File: config.mk
export PLATFORM = sky130hd
export DESIGN_NAME = dir_pred_ghist
export DESIGN_NICKNAME = d
export VERILOG_FILES = /design/src/rtl/dir_pred_pkg.sv /design/src/rtl/sat_ctr.sv /design/src/rtl/ghist_reg.sv /design/src/rtl/pattern_bank.sv /design/src/rtl/dir_pred_ghist.sv
export SDC_FILE = /design/constraint.sdc
export NUM_CORES = 1
export LEC_CHECK = 0
export ABC_AREA = 1
export BUFFER_PORTS_ARGS = -buffer_cell sky130_fd_sc_hd__clkbuf_2
export CAP_MARGIN = 20
export CORE_UTILIZATION = 25
export CTS_CLUSTER_SIZE = 24
export DETAILED_ROUTE_END_ITERATION = 6
export PLACE_DENSITY_LB_ADDON = 0.25
export SETUP_SLACK_MARGIN = 0.4
export SYNTH_ARGS = -nofsm -noshare
export SYNTH_HDL_FRONTEND = slang
export SYNTH_HIERARCHICAL = 1
export SYNTH_SLANG_ARGS = --single-unit
File: constraint.sdc
create_clock -name clk_i -period 2.5 [get_ports clk_i]
set_input_delay 0.125 -clock clk_i [delete_from_list [all_inputs] [get_ports clk_i]]
set_output_delay 0.125 -clock clk_i [all_outputs]
set_load 0.05 [all_outputs]
File: src/rtl/dir_pred_pkg.sv
package dir_pred_pkg;

  typedef enum logic [1:0] {
    CTR_SNT = 2'b00,
    CTR_WNT = 2'b01,
    CTR_WT  = 2'b10,
    CTR_ST  = 2'b11
  } ctr_state_e;

  function automatic ctr_state_e ctr_next(ctr_state_e s, logic taken);
    ctr_state_e n;
    n = s;
    if (taken) begin
      if (s != CTR_ST) n = ctr_state_e'(2'(s) + 2'd1);
    end else begin
      if (s != CTR_SNT) n = ctr_state_e'(2'(s) - 2'd1);
    end
    return n;
  endfunction

  function automatic logic ctr_taken(ctr_state_e s);
    return s[1];
  endfunction

endpackage

File: src/rtl/sat_ctr.sv
module sat_ctr
  import dir_pred_pkg::*;
(
  input  logic       clk_i,
  input  logic       rst_ni,
  input  logic       en_i,
  input  logic       taken_i,
  output ctr_state_e state_o
);

  ctr_state_e state_q;

  always_ff @(posedge clk_i or negedge rst_ni) begin
    if (!rst_ni)   state_q <= CTR_SNT;
    else if (en_i) state_q <= ctr_next(state_q, taken_i);
  end

  assign state_o = state_q;

  assert_inc_R3: assert property (@(posedge clk_i) disable iff (!rst_ni)
    (en_i && taken_i && state_q != CTR_ST) |=> (2'(state_q) == 2'($past(state_q)) + 2'd1));

  assert_sat_hi_R3: assert property (@(posedge clk_i) disable iff (!rst_ni)
    (en_i && taken_i && state_q == CTR_ST) |=> (state_q == CTR_ST));

  assert_dec_R4: assert property (@(posedge clk_i) disable iff (!rst_ni)
    (en_i && !taken_i && state_q != CTR_SNT) |=> (2'(state_q) == 2'($past(state_q)) - 2'd1));

  assert_sat_lo_R4: assert property (@(posedge clk_i) disable iff (!rst_ni)
    (en_i && !taken_i && state_q == CTR_SNT) |=> (state_q == CTR_SNT));

  assert_hold_R7: assert property (@(posedge clk_i) disable iff (!rst_ni)
    !en_i |=> $stable(state_q));

endmodule

File: src/rtl/ghist_reg.sv
module ghist_reg #(
  parameter int HIST_W = 2
) (
  input  logic              clk_i,
  input  logic              rst_ni,
  input  logic              shift_i,
  input  logic              bit_i,
  output logic [HIST_W-1:0] hist_o
);

  logic [HIST_W-1:0] hist_q;
  logic [HIST_W-1:0] hist_d;

  generate
    if (HIST_W == 1) begin : g_one
      assign hist_d = bit_i;
    end else begin : g_multi
      assign hist_d = {hist_q[HIST_W-2:0], bit_i};

      assert_upper_R5: assert property (@(posedge clk_i) disable iff (!rst_ni)
        shift_i |=> (hist_q[HIST_W-1:1] == $past(hist_q[HIST_W-2:0])));
    end
  endgenerate

  always_ff @(posedge clk_i or negedge rst_ni) begin
    if (!rst_ni)      hist_q <= '0;
    else if (shift_i) hist_q <= hist_d;
  end

  assign hist_o = hist_q;

  assert_lsb_R5: assert property (@(posedge clk_i) disable iff (!rst_ni)
    shift_i |=> (hist_q[0] == $past(bit_i)));

  assert_hold_R10: assert property (@(posedge clk_i) disable iff (!rst_ni)
    !shift_i |=> $stable(hist_q));

endmodule

File: src/rtl/pattern_bank.sv
module pattern_bank
  import dir_pred_pkg::*;
#(
  parameter int HIST_W = 2
) (
  input  logic              clk_i,
  input  logic              rst_ni,
  input  logic              upd_en_i,
  input  logic [HIST_W-1:0] upd_idx_i,
  input  logic              upd_taken_i,
  input  logic [HIST_W-1:0] rd_idx_i,
  output logic              rd_taken_o
);

  localparam int DEPTH = 1 << HIST_W;

  ctr_state_e ctr_state [DEPTH];

  generate
    for (genvar e = 0; e < DEPTH; e++) begin : g_ent
      sat_ctr u_ctr (
        .clk_i   (clk_i),
        .rst_ni  (rst_ni),
        .en_i    (upd_en_i && (upd_idx_i == HIST_W'(e))),
        .taken_i (upd_taken_i),
        .state_o (ctr_state[e])
      );
    end
  endgenerate

  assign rd_taken_o = ctr_taken(ctr_state[rd_idx_i]);

endmodule

File: src/rtl/dir_pred_ghist.sv
module dir_pred_ghist #(
  parameter int NUM_SLOTS = 4,
  parameter int ID_W      = 3,
  parameter int HIST_W    = 2
) (
  input  logic            clk_i,
  input  logic            rst_ni,
  input  logic [ID_W-1:0] pred_id_i,
  output logic            pred_taken_o,
  input  logic            upd_valid_i,
  input  logic [ID_W-1:0] upd_id_i,
  input  logic            upd_taken_i
);

  localparam logic [ID_W:0] SLOT_LIM = (ID_W + 1)'(NUM_SLOTS);

  logic [HIST_W-1:0]    hist;
  logic [NUM_SLOTS-1:0] slot_taken;
  logic                 upd_ok;
  logic                 pred_ok;

  assign upd_ok  = upd_valid_i && ({1'b0, upd_id_i} < SLOT_LIM);
  assign pred_ok = {1'b0, pred_id_i} < SLOT_LIM;

  // shared history, index taken before the shift
  ghist_reg #(.HIST_W(HIST_W)) u_hist (
    .clk_i   (clk_i),
    .rst_ni  (rst_ni),
    .shift_i (upd_ok),
    .bit_i   (upd_taken_i),
    .hist_o  (hist)
  );

  generate
    for (genvar s = 0; s < NUM_SLOTS; s++) begin : g_slot
      pattern_bank #(.HIST_W(HIST_W)) u_bank (
        .clk_i       (clk_i),
        .rst_ni      (rst_ni),
        .upd_en_i    (upd_ok && (upd_id_i == ID_W'(s))),
        .upd_idx_i   (hist),
        .upd_taken_i (upd_taken_i),
        .rd_idx_i    (hist),
        .rd_taken_o  (slot_taken[s])
      );
    end
  endgenerate

  always_comb begin
    pred_taken_o = 1'b0;
    for (int s = 0; s < NUM_SLOTS; s++) begin
      if (pred_id_i == ID_W'(s)) pred_taken_o = slot_taken[s];
    end
  end

  assert_oor_pred_R9: assert property (@(posedge clk_i) disable iff (!rst_ni)
    !pred_ok |-> !pred_taken_o);

  assert_oor_upd_R8: assert property (@(posedge clk_i) disable iff (!rst_ni)
    (upd_valid_i && !upd_ok) |=> $stable(hist));

  assert_shared_R6: assert property (@(posedge clk_i) disable iff (!rst_ni)
    upd_ok |=> (hist[0] == $past(upd_taken_i)));

endmodule

==> results of run 1 <==
## cell families (layout without fill, tap and decap cells)
logic type	Yosys count	after routing	share of synthesized area, %
AND/OR/NAND/NOR	176	176	38.0
flip-flops	34	34	39.4
buffers and inverters	77	97	13.4
AO/OA/AOI/OAI	32	32	9.26
## layout make-up
cell class	count	area [µm²]	area share, %
Tap cell	105	131	5.24
Sequential cell	34	853	34.0
Multi-Input combinational cell	208	1020	40.8
Inverter	77	289	11.5
Timing Repair Buffer	12	67.6	2.70
Clock buffer	6	82.6	3.30
Clock inverter	2	60.1	2.40
## critical path, cell delays in order (launching register included)
cell	delay, ns
sky130_fd_sc_hd__dfrtp_2	0.62
sky130_fd_sc_hd__inv_1	0.11
sky130_fd_sc_hd__nand2_1	0.07
sky130_fd_sc_hd__nand3_1	0.06
sky130_fd_sc_hd__nand2_1	0.08
sky130_fd_sc_hd__inv_1	0.04
sky130_fd_sc_hd__nor2_1	0.08
sky130_fd_sc_hd__nor2_1	0.06
sky130_fd_sc_hd__nor2_1	0.09
sky130_fd_sc_hd__clkbuf_2	0.28
## layer usage
layer | share of wire, % | GRT usage, % | vias up
li1 | - | - | 1061
met1 | 54 | 14.7 | 859
met2 | 41 | 15.3 | 19
met3 | 3.7 | 3.86 | 4
met4 | 1.2 | 4.17 | 0
met5 | 0 | 0 | -
## placed cells by master, fill, tap and decap left out, drive strengths merged
cell	instances
nor3	20
inv	77
nand2	79
o21ai	16
nand3	57
or2	1
clkbuf	16
buf	1
dlygate4sd3	1
bufinv	2
o31ai	16
nor2	19
dfrtp	34
## metrics by stage
stage          cells  setup slack [ns]  utilization, %  hold slack, ns  area (µm²)
2_1_floorplan    319             0.580               -          -0.171        2160
3_3_place_gp     435             0.686            28.3           0.317        2350
3_5_place_dp     435             0.635            28.3           0.310        2350
4_1_cts          444             0.520            30.2           0.236        2500
5_1_grt          444             0.413            30.2           0.264        2510
6_report         444             0.594            30.2           0.247        2510
## worst max path at each step
stage                    to  slack [ns]
2_1_floorplan  pred_taken_o        0.58
3_3_place_gp   pred_taken_o        0.69
3_5_place_dp   pred_taken_o        0.64
4_1_cts        pred_taken_o        0.52
5_1_grt        pred_taken_o        0.41
6_report       pred_taken_o        0.59
## registers in the layout (all words and copies together), names as in the netlist
name and count:
g_slot.u_bank/g_ent.u_ctr/state_o 32, u_hist/hist_o 2
## repair_timing
action,in CTS,in global routing
setup endpoints to repair,1,1
endpoints found under the hold margin,1,0
resized for setup,1,1
hold buffers,1,0
## where the power goes
| group | total (mW) | switching, mW | internal [mW] |
|---|---|---|---|
| clock network | 0.639 | 0.214 | 0.426 |
| registers | 0.809 | 0.138 | 0.671 |
| logic | 0.404 | 0.259 | 0.145 |
==> run summary, run 1 <==
The logs give 0 for the residual DRC count and 0 for the number of antenna-violating nets in the routed design. The path class of the tightest hold or removal check is in -> reg. The completed layout was analyzed and its total power is 1.85 mW. The detailed-route vias per instance came out at 4.38. 11 I/O pins were placed. The number of synthesized flops with an enable pin was 0; the distinct cell type count after synthesis was 12.

For the worst-skew pair, the clock arrives at the later sink with an insertion delay of 0.29 ns. Dividing the detail-routed wire length by the instance count gives 9.80 µm. The fraction of registers with async set or reset after synthesis works out to 100%.

The portion of the clock cycle consumed by the worst path in the final layout works out to 76.3%. Measured along the y axis, the die boundary spans 95.0 µm. The tools report the largest net degree at the start of global routing as 50. The area of the core was 8300 µm². The data required time at the worst endpoint was 2.38 ns; the number of cells traversed by the worst register-to-register path was 5. By count the netlist is led by sky130_fd_sc_hd__nand2_1 (79), sky130_fd_sc_hd__inv_1 (61), sky130_fd_sc_hd__nand3_1 (57). Timing would allow up to 0.525 GHz.

In this run the tool buffered the top-level ports with 10 buffer cells. The initial cell density of the core is 26.1%. Endpoint with the worst hold slack: u_hist/hist_o[0]. The routed design could run at a clock period as short as 1.91 ns. The number of instances in the synthesized netlist was 319; the overflow left after global routing was 0. The count of pins over their slew limit came out at 0. The tools report the placer's final routability congestion estimate as 0.690. The power per cell area was 739 nW/µm²; the initial antenna violation count was 0. The Yosys step of the flow raised 6 warnings. The detailed router finished its first iteration with 87 violations. The layout cell share with drive strength beyond 1 was 17.1%; the share of Yosys cell area claimed by the top area cell type was 39.4%. The horizontal extent of the die was 95.0 µm. The maximum buffer depth of the clock tree is 2, and the TritonCTS buffer count is 5.

Setup total negative slack on the finished layout was measured at 0 ns. The number of failing hold endpoints at the final stage was 0. STA puts the critical path data arrival time at 1.78 ns. Buffers added to address setup during post-CTS repair amount to 0. The root buffer cell chosen for the clock tree is sky130_fd_sc_hd__clkbuf_8.

The total length of routed wires was 4350 µm. The run gives 9020 µm² as the die area. The via count of the first global-routing pass was 1592; the number of filler cells placed in the layout was 877. In the final design database the tool counted 348 nets. The biggest area contributor in the post-synthesis netlist is sky130_fd_sc_hd__dfrtp_1. The number of antenna diodes in the final layout is 0. The type of destination of the critical path is an output pin. The clock arrives with 0.00409 ns of skew.

By area the synthesized netlist is led by sky130_fd_sc_hd__dfrtp_1 (39%), sky130_fd_sc_hd__nand2_1 (14%), sky130_fd_sc_hd__nand3_1 (13%). The remaining max-slew budget at the tightest pin is 39.5%, and the number of levels the H-tree was split into is 2. Counting every net in the synthesized netlist gives 329. The first global-routing pass estimated 7310 µm of wire. Maximum fanout count along the critical path: 26.

Setup repair after global routing left no endpoint under its margin. The clock net in this run drives a total of 34 sinks. The worst hold path depth came out at 5.

STA classifies the critical path startpoint as a register. After clock tree synthesis, the clock-pin slew on the worst setup and hold paths is 0.07 ns. The placed wire-length estimate after detailed placement was 3060 µm.

The number of detailed-route iterations in the first pass was 4; the slew at the pin with the worst max-slew slack was 0.907 ns. The average instance in the mapped netlist occupies 6.78 µm². IR analysis of the VDD net gives a maximum drop of 0.000203 V. After synthesis the netlist holds a flip-flop and latch count of 34.

In this run the critical register-to-register path is launched from u_hist/hist_o[0]. In this run the critical register-to-register path is captured at g_slot[1].u_bank/g_ent[1].u_ctr/state_o[1]. The flow ran to the end, and the final reports show no timing, DRC or antenna violations. The total routing resource utilization after global routing came out at 10.7%. The layout overhead on the synthesized area was 15.9%.

Most common cell in the netlist: sky130_fd_sc_hd__nand2_1. After floorplanning, the core was divided into 33 placement rows. The critical path starts at u_hist/hist_o[0]. In this run the static leakage power is 1.15 nW. Setup violations remaining at the end of the flow were counted as 0.

The setup path with the least slack is of type reg -> out. Summing over every cut layer, the via total after detailed routing is 1943. The area of the mapped netlist was 2160 µm².

For this run, the leading register cell type out of synthesis is sky130_fd_sc_hd__dfrtp_1. The worst setup slack for register-to-register paths is 0.92 ns. The tool flagged a number of max-cap violations equal to 0.

The sequential cell area fraction in the yosys report was 39.4%. The startpoint identified for the worst hold timing path is upd_id_i[2]. TritonCTS built the clock tree.
No activity file was read; power rests on OpenSTA's default activity.
==> run 2, diff against run 1 <==
==> constraint.sdc (replaced) <==
create_clock -name clk_i -period 1.6 [get_ports clk_i]
set_input_delay 0.08 -clock clk_i [delete_from_list [all_inputs] [get_ports clk_i]]
set_output_delay 0.08 -clock clk_i [all_outputs]
set_load 0.05 [all_outputs]
==> run 2 against run 1 <==
Effect of this change:
- the run now ends with setup timing left
- non-clock buffer count is 25 higher
- power rose by 57%
- critical path depth stayed put
- clock power fell by 4.5%
- combinational power rose to 2.6 times the previous value
- wire length is 25% higher
- sequential power is 55% higher
- via count grew 9.9%
- first-iteration DRC count is 25% lower
- core utilization grew 6.3 points
- setup slack got worse by 0.70 ns
- sequential cell count unchanged
- critical path type unchanged
- largest power group unchanged
==> run summary, run 2 (synthesis results as in run 1) <==
Relative to the synthesized area, the layout overhead comes to 40.3%. The clock skew was 0.00684 ns (+0.00275 ns). The tools report the master cell of the clock root buffer as sky130_fd_sc_hd__clkbuf_8.

The number of antenna-violating nets in the routed design is 0 (unchanged), and the number of top-level design ports is 11 (unchanged). The number of detailed-route iterations in the first pass is 4 (unchanged). For the via count of the first global-routing pass, the log shows 1955 (+23%). The first-pass GRT wire length is 8800 µm (+20%), and the layout cell share with drive strength beyond 1 is 39.1% (+22 points). The via total after detailed routing was 2136 (+9.9%); the number of clock sinks was 34 (unchanged). For the data arrival time of the critical path, the log shows 1.63 ns (-0.15 ns).

Startpoint kind of the worst setup timing path: a register. The clock transition time at the flip-flop clock pins of the worst setup and hold paths was 0.07 ns (about the same). Initial antenna violation count: 0 (unchanged). The tools report the sequential standard cell area as 858 µm² (+0.59%).

For the number of inserted diodes, the log shows 0 (unchanged). The run gives 1320 µm² (+29%) as the multi-input combinational cell area. The worst setup path is of the reg -> out kind. The detailed-route vias per instance was 4.56 (+4.3%); the number of levels the H-tree was split into was 2 (unchanged). Flip-flop count of the largest register, all copies and words added: 32 (unchanged). The logs give 36.5% (+6.3 points) for the post-route core utilization and 1.52 ns (-0.86 ns) for the data required time at the worst endpoint. For the number of failing hold endpoints at the final stage, the log shows 0 (unchanged). The worst hold-check path type is in -> reg. The logs give 2 (unchanged) for the maximum buffer depth of the clock tree and 65 (-25%) for the DRC marker count from the first detailed-route iteration.

The TritonCTS buffer count came out at 5 (unchanged). The number of filler cells placed in the layout was 854 (-2.6%). Overflow left after global routing: 0 (unchanged).

The maximum fanout count along the critical path was 6 (-77%); the net count reported at finish was 373 (+7.2%). The run gives 9020 µm² (unchanged) as the die area. Setup repair after global routing could not meet its margin everywhere.

The horizontal extent of the die was 95.0 µm (unchanged). For the largest net degree at the start of global routing, the log shows 50 (unchanged). The final cell area excluding filler cells was 3030 µm² (+21%).

The vertical extent of the die is 95.0 µm (unchanged), and the area of the core is 8300 µm² (unchanged). Leaving out fill and tap cells, the most frequent cell in the layout is sky130_fd_sc_hd__nand2_1. The final reports fail on setup timing. The power per cell area was 959 nW/µm² (+30%). For the count of pins over their slew limit, the log shows 0 (unchanged). The tools report the total routing resource utilization after global routing as 12.6% (+1.9 points).

The slew at the pin with the worst max-slew slack was 0.446 ns (-0.461 ns); the portion of the clock cycle consumed by the worst path in the final layout was 107%. Number of maximum-capacitance constraint violations: 0 (unchanged). The placement-stage cell area is 2430 µm² (+3.4%), and the count of port buffers added during placement is 10 (unchanged).

The tools report the type of destination of the critical path as an output pin. For the placed wire-length estimate after detailed placement, the log shows 3230 µm (+5.7%). The tools report the placer's final routability congestion estimate as 0.722 (+4.7%).

For the residual DRC count, the log shows 0 (unchanged). TritonCTS built the clock tree. The wire length per cell after detailed routing was 11.6 µm (+18%). The worst-case vdd ir drop was 0.000479 V (+140%). The number of rows created at floorplan was 33 (unchanged). The initial cell density of the core came out at 26.1% (unchanged). Counting I/O delays and the setup requirement, the final critical path takes 1.71 ns. The leakage power came out at 1.37 nW (+19%). In the layout the commonest cells are sky130_fd_sc_hd__nand2_1 (70), sky130_fd_sc_hd__nand3_1 (48), sky130_fd_sc_hd__inv_1 (45), sky130_fd_sc_hd__dfrtp_1 (32), sky130_fd_sc_hd__inv_2 (29). Number of setup violations in the final report: 2 (+2). Static timing analysis puts the maximum clock frequency at 0.585 GHz.

The clock latency at the later pin of the worst-skew pair was 0.28 ns (about the same). The tools report the remaining max-slew budget at the tightest pin as 70.3% (+31 points). The final worst setup slack was -0.110 ns (-0.703 ns); the total length of routed wires was 5420 µm (+25%).

The run gives -0.114 ns (-0.114 ns) as the final setup TNS. The run finished, with violations left.
run 2: cell types whose count changed in the layout (fill, tap and decap cells not counted), moves of 10 or more:
cell                      delta
sky130_fd_sc_hd__inv_1      -16
sky130_fd_sc_hd__buf_6      +10
sky130_fd_sc_hd__inv_2      +13
sky130_fd_sc_hd__nor3_1     -12
sky130_fd_sc_hd__o21ai_0    -11
sky130_fd_sc_hd__nor3_4     +15
sky130_fd_sc_hd__buf_4      +11
run 2: stage by stage:
| step | instances | hold slack, ns | setup WS [ns] | total power, mW |
|---|---|---|---|---|
| 6_report | 468 | 0.192 | -0.110 | 2.91 |
| 5_1_grt | 468 | 0.253 | -0.189 | 3.13 |
| 4_1_cts | 461 | 0.185 | -0.0947 | 2.73 |
| 3_5_place_dp | 440 | 0.0545 | 0.0526 | 1.94 |
| 3_3_place_gp | 440 | 0.0670 | 0.0549 | 1.93 |
| 2_1_floorplan | 319 | -0.216 | 0.263 | 1.75 |
run 2: timing repair:
item | in CTS | in global routing
gates cloned | 0 | 1
pin swaps | 11 | 32
endpoints found under the setup margin | 33 | 33
buffers inserted | 13 | 6
gates resized for setup | 33 | 74
endpoints found under the hold margin | 15 | 0
hold buffers | 1 | 0
run 2: path summary, 6_finish.rpt:
kind / from / to / slack (ns) / cells past startpoint
worst max register to register: u_hist/hist_o[0] / g_slot[0].u_bank/g_ent[3].u_ctr/state_o[1] / 0 / 7
min in group asynchronous: rst_ni / g_slot[2].u_bank/g_ent[0].u_ctr/state_o[0] / 0.28 / 2
worst min register to register: g_slot[2].u_bank/g_ent[3].u_ctr/state_o[0] / g_slot[2].u_bank/g_ent[3].u_ctr/state_o[0] / 0.51 / 2
worst max-delay path: u_hist/hist_o[1] / pred_taken_o / -0.11 / 9
worst min-delay path: upd_id_i[2] / u_hist/hist_o[1] / 0.19 / 5
max in group asynchronous: rst_ni / g_slot[3].u_bank/g_ent[1].u_ctr/state_o[0] / 0.80 / 3
run 2: power by group:
group          leakage, nW  switching, mW  internal (mW)  total, mW
sequential           0.448          0.195           1.05       1.25
combinational        0.881          0.642          0.410       1.05
clock               0.0383          0.310          0.300      0.610
run 2: critical path, stage by stage, from the launching register on:
cell,delay (ns)
sky130_fd_sc_hd__dfrtp_4,0.51
sky130_fd_sc_hd__buf_6,0.15
sky130_fd_sc_hd__buf_4,0.13
sky130_fd_sc_hd__nand3_2,0.06
sky130_fd_sc_hd__nand2_1,0.05
sky130_fd_sc_hd__nand2_1,0.05
sky130_fd_sc_hd__nand2_1,0.06
sky130_fd_sc_hd__nor2_2,0.14
sky130_fd_sc_hd__nor2_4,0.06
sky130_fd_sc_hd__buf_8,0.14
run 2: routing by layer:
layer / vias up / part of all wire (%) / global-route usage, % / routed length, µm
li1: 1108 / - / - / -
met1: 988 / 45 / 17.0 / 2430
met2: 33 / 50 / 20.3 / 2720
met3: 7 / 3.7 / 2.74 / 202
met4: 0 / 1.3 / 3.41 / 68
met5: - / 0 / 0 / 0
run 2: final cells by class:
cell class / count / area share [%]
multi-input combinational: 208 / 43.4
sequential: 34 / 28.3
timing repair buffer: 37 / 11.6
inverter: 77 / 9.86
tap: 105 / 4.33
clock buffer: 7 / 2.52
==> run 3, diff against run 2 <==
--- a/config.mk
+++ b/config.mk
@@ -11,6 +11,7 @@
 export CORE_UTILIZATION = 25
 export CTS_CLUSTER_SIZE = 24
 export DETAILED_ROUTE_END_ITERATION = 6
+export GPL_TIMING_DRIVEN = 0
 export PLACE_DENSITY_LB_ADDON = 0.25
 export SETUP_SLACK_MARGIN = 0.4
 export SYNTH_ARGS = -nofsm -noshare
==> constraint.sdc (replaced) <==
create_clock -name clk_i -period 1.6 [get_ports clk_i]
set_input_delay 0.08 -clock clk_i [delete_from_list [all_inputs] [get_ports clk_i]]
set_output_delay 0.08 -clock clk_i [all_outputs]
set_load 0.005 [all_outputs]
==> run 3 against run 2 <==
Effect of this change:
- the flow finishes with violations (hold timing, setup timing)
- core utilization about the same
- sequential share of layout area about the same
- global-route usage about the same
- worst hold slack lost 0.27 ns
- non-clock buffer count stayed put
- cell area is essentially flat
- via count fell by 0.28%
- sequential power about the same
- clock power rose by 5.9%
- die area unchanged
- combinational power about the same
- critical path type is now reg -> reg
- largest cell class unchanged
- highest routed layer unchanged
==> run summary, run 3 (synthesis results as in run 1) <==
The run gives 3.06% (+0.32 points) as the met3 routing resource usage after global routing. The final setup TNS is -0.147 ns (-0.0339 ns), and the vertical extent of the die is 95.0 µm (unchanged). The number of levels the H-tree was split into came out at 2 (unchanged).

For the number of maximum-capacitance constraint violations, the log shows 0 (unchanged). The slew at the pin with the worst max-slew slack was 0.945 ns (+0.499 ns); the initial antenna violation count was 0 (unchanged). The startpoint identified for the worst register-to-register timing path is u_hist/hist_o[0]. The startpoint kind of the worst setup timing path was a register. Layout cell share with drive strength beyond 1: 38.5% (-0.66 points). The placed wire-length estimate after detailed placement came out at 3020 µm (-6.6%). Layout overhead on the synthesized area: 40.4% (about the same).

The horizontal extent of the die is 95.0 µm (unchanged), and the cell count after placement is 434 (-1.4%). The worst register-to-register path ends at g_slot[0].u_bank/g_ent[0].u_ctr/state_o[1]. The logs give 0.608 GHz (+4.0%) for the maximum frequency from static timing analysis and 36.6% (about the same) for the post-route core utilization. The worst setup slack for register-to-register paths was -0.04 ns (-0.04 ns). For the clock skew, the log shows 0.00344 ns (-0.00341 ns). The fraction of met1 tracks used by global routing came out at 15.9% (-1.1 points). The tree is rooted in a sky130_fd_sc_hd__clkbuf_8. The number of setup violations in the final report came out at 4 (+2). The global routing stage identified its most utilized layer as met2.

The flow ran to the end, but the final reports show violations. The logs give 0.000375 V (-22%) for the worst-case vdd ir drop and 5320 µm (-2.0%) for the total length of routed wires. The run gives 2 (unchanged) as the maximum buffer depth of the clock tree. The logs give 1.77 ns (+0.25 ns) for the data required time at the worst endpoint and 9020 µm² (unchanged) for the die area. The remaining max-slew budget at the tightest pin came out at 37.0% (-33 points).

Setup repair after global routing could not meet its margin everywhere. Leaving out fill and tap cells, the most frequent cells in the layout are sky130_fd_sc_hd__nand2_1 (74), sky130_fd_sc_hd__nand3_1 (52), sky130_fd_sc_hd__inv_1 (43), sky130_fd_sc_hd__dfrtp_1 (32), sky130_fd_sc_hd__inv_2 (30). For the first-pass GRT wire length, the log shows 8690 µm (-1.2%).

The most numerous cell type found on the critical path is sky130_fd_sc_hd__buf_4. For the residual DRC count, the log shows 0 (unchanged). The area of the core was 8300 µm² (unchanged); the power per cell area was 966 nW/µm² (+0.67%). Total routing resource utilization after global routing: 12.6% (about the same). The count of port buffers added during placement was 10 (unchanged); the data arrival time of the critical path was 1.82 ns (+0.19 ns).

The minimum clock period after layout was 1.64 ns (-0.0661 ns); the via count of the first global-routing pass was 1977 (+1.1%). The worst setup slack before clock tree synthesis was -0.0148 ns (-0.0674 ns); the wire length per cell after detailed routing was 11.3 µm (-2.2%). The total power consumption of the routed design came out at 2.93 mW (+0.76%). The tools report the met2 layer usage reported by global route as 20.3% (+0.060 points). The checks that failed: hold timing, setup timing. TritonCTS built the clock tree. For the via total after detailed routing, the log shows 2130 (-0.28%). The count of pins over their slew limit was 0 (unchanged). The run gives 3040 µm² (about the same) as the final cell area excluding filler cells.

For the leakage power, the log shows 1.37 nW (+0.48%). The flip-flop count of the largest register, all copies and words added is 32 (unchanged), and the placement-stage cell area is 2390 µm² (-1.7%). The number of failing hold endpoints at the final stage was 34 (+34). The number of rows created at floorplan was 33 (unchanged).

The biggest cell delay along the critical path was 0.53 ns (+0.02 ns); the initial cell density of the core was 26.1% (unchanged). For the DRC marker count from the first detailed-route iteration, the log shows 80 (+23%). The clock latency at the later pin of the worst-skew pair was 0.29 ns (about the same); the maximum fanout count along the critical path was 7 (+1).

The detailed-route vias per instance works out to 4.54 (-0.49%). The tools report the final non-filler cell total as 469 (+0.21%). The clock transition time at the flip-flop clock pins of the worst setup and hold paths works out to 0.07 ns (about the same). The library cell used most frequently in the layout, excluding fill and tap cells, is sky130_fd_sc_hd__nand2_1.

The number of top-level design ports was 11 (unchanged). The number of cells traversed by the worst register-to-register path is 8 (+1). Traced cell by cell, the critical path runs through buf_4 > buf_6 > buf_12 > buf_4 > nor3_4 > inv_2 > o21ai_2 > o31ai_2. The final worst setup slack is -0.0435 ns (+0.0661 ns).

The final hold slack was -0.0815 ns (-0.273 ns). The setup path with the least slack is of type reg -> reg. The tools report the placer's final routability congestion estimate as 0.668 (-7.5%). The portion of the clock cycle consumed by the worst path in the final layout was 103% (-4.1 points); the number of detailed-route iterations in the first pass was 4 (unchanged).

The slowest stage of the critical path is the sky130_fd_sc_hd__dfrtp_4 cell. The tightest min-delay check is of the in -> async type. For the number of inserted diodes, the log shows 0 (unchanged). For the largest net degree at the start of global routing, the log shows 50 (unchanged). For the TritonCTS buffer count, the log shows 5 (unchanged).

The net count reported at finish was 373 (unchanged). The run gives 34 (unchanged) as the number of clock sinks. The overflow left after global routing is 0 (unchanged).

The number of antenna-violating nets in the routed design is 0 (unchanged). STA classifies the critical path endpoint as a register.
## run 3: cell types whose count changed in the layout (fill, tap and decap cells not counted), moves of 4 or more
cell,delta
sky130_fd_sc_hd__nand2_2,-4
sky130_fd_sc_hd__o21ai_2,+4
sky130_fd_sc_hd__nand3_1,+4
sky130_fd_sc_hd__nand3_2,-4
sky130_fd_sc_hd__nand2_1,+4
sky130_fd_sc_hd__buf_6,-5
## run 3: final cells by class
cell class | count | area (µm²)
well taps | 105 | 131
fillers | 863 | 5260
multi-input cells | 208 | 1300
inverters | 77 | 303
flip-flops and latches | 34 | 858
repair buffers | 37 | 359
clock buffers | 8 | 80.1
## run 3: how the worst max path moves through the flow
stage	startpoint	end	slack [ns]	cells past startpoint
2_1_floorplan	u_hist/hist_o[0]	g_slot[0].u_bank/g_ent[0].u_ctr/state_o[1]	0.33	4
3_3_place_gp	upd_valid_i	g_slot[3].u_bank/g_ent[0].u_ctr/state_o[1]	-0.003	9
3_5_place_dp	upd_valid_i	g_slot[3].u_bank/g_ent[0].u_ctr/state_o[1]	-0.01	9
4_1_cts	u_hist/hist_o[1]	pred_taken_o	0.003	9
5_1_grt	u_hist/hist_o[0]	pred_taken_o	-0.13	9
6_report	u_hist/hist_o[0]	g_slot[0].u_bank/g_ent[0].u_ctr/state_o[1]	-0.04	8
## run 3: layer usage
layer	share of wire (%)	vias up
li1	-	1112
met1	51	987
met2	45	20
met3	2.4	11
met4	2.0	0
met5	0	-
## run 3: repair_timing
| item | 4_1_cts | 5_1_grt |
|---|---|---|
| endpoints found under the hold margin | 34 | 34 |
| buffers inserted | 10 | 14 |
| resized for setup | 34 | 62 |
| pin swaps | 10 | 33 |
| gates cloned | 0 | 2 |
| endpoints found under the setup margin | 33 | 35 |
## run 3: report_power, final
| part | leakage (nW) | total (mW) | switching, mW | internal (mW) |
|---|---|---|---|---|
| clock network | 0.0395 | 0.646 | 0.336 | 0.310 |
| registers | 0.448 | 1.25 | 0.200 | 1.05 |
| logic | 0.886 | 1.03 | 0.618 | 0.416 |
| total | 1.37 | 2.93 | 1.15 | 1.78 |
## run 3: worst max-delay path: cells and delay by family (launching register included)
| kind | cells | cell delay (ns) |
|---|---|---|
| AOI/OAI and AO/OA | 2 | 0.19 |
| buffers and inverters | 5 | 0.60 |
| DFF | 1 | 0.53 |
| and+or+nand+nor | 1 | 0.20 |
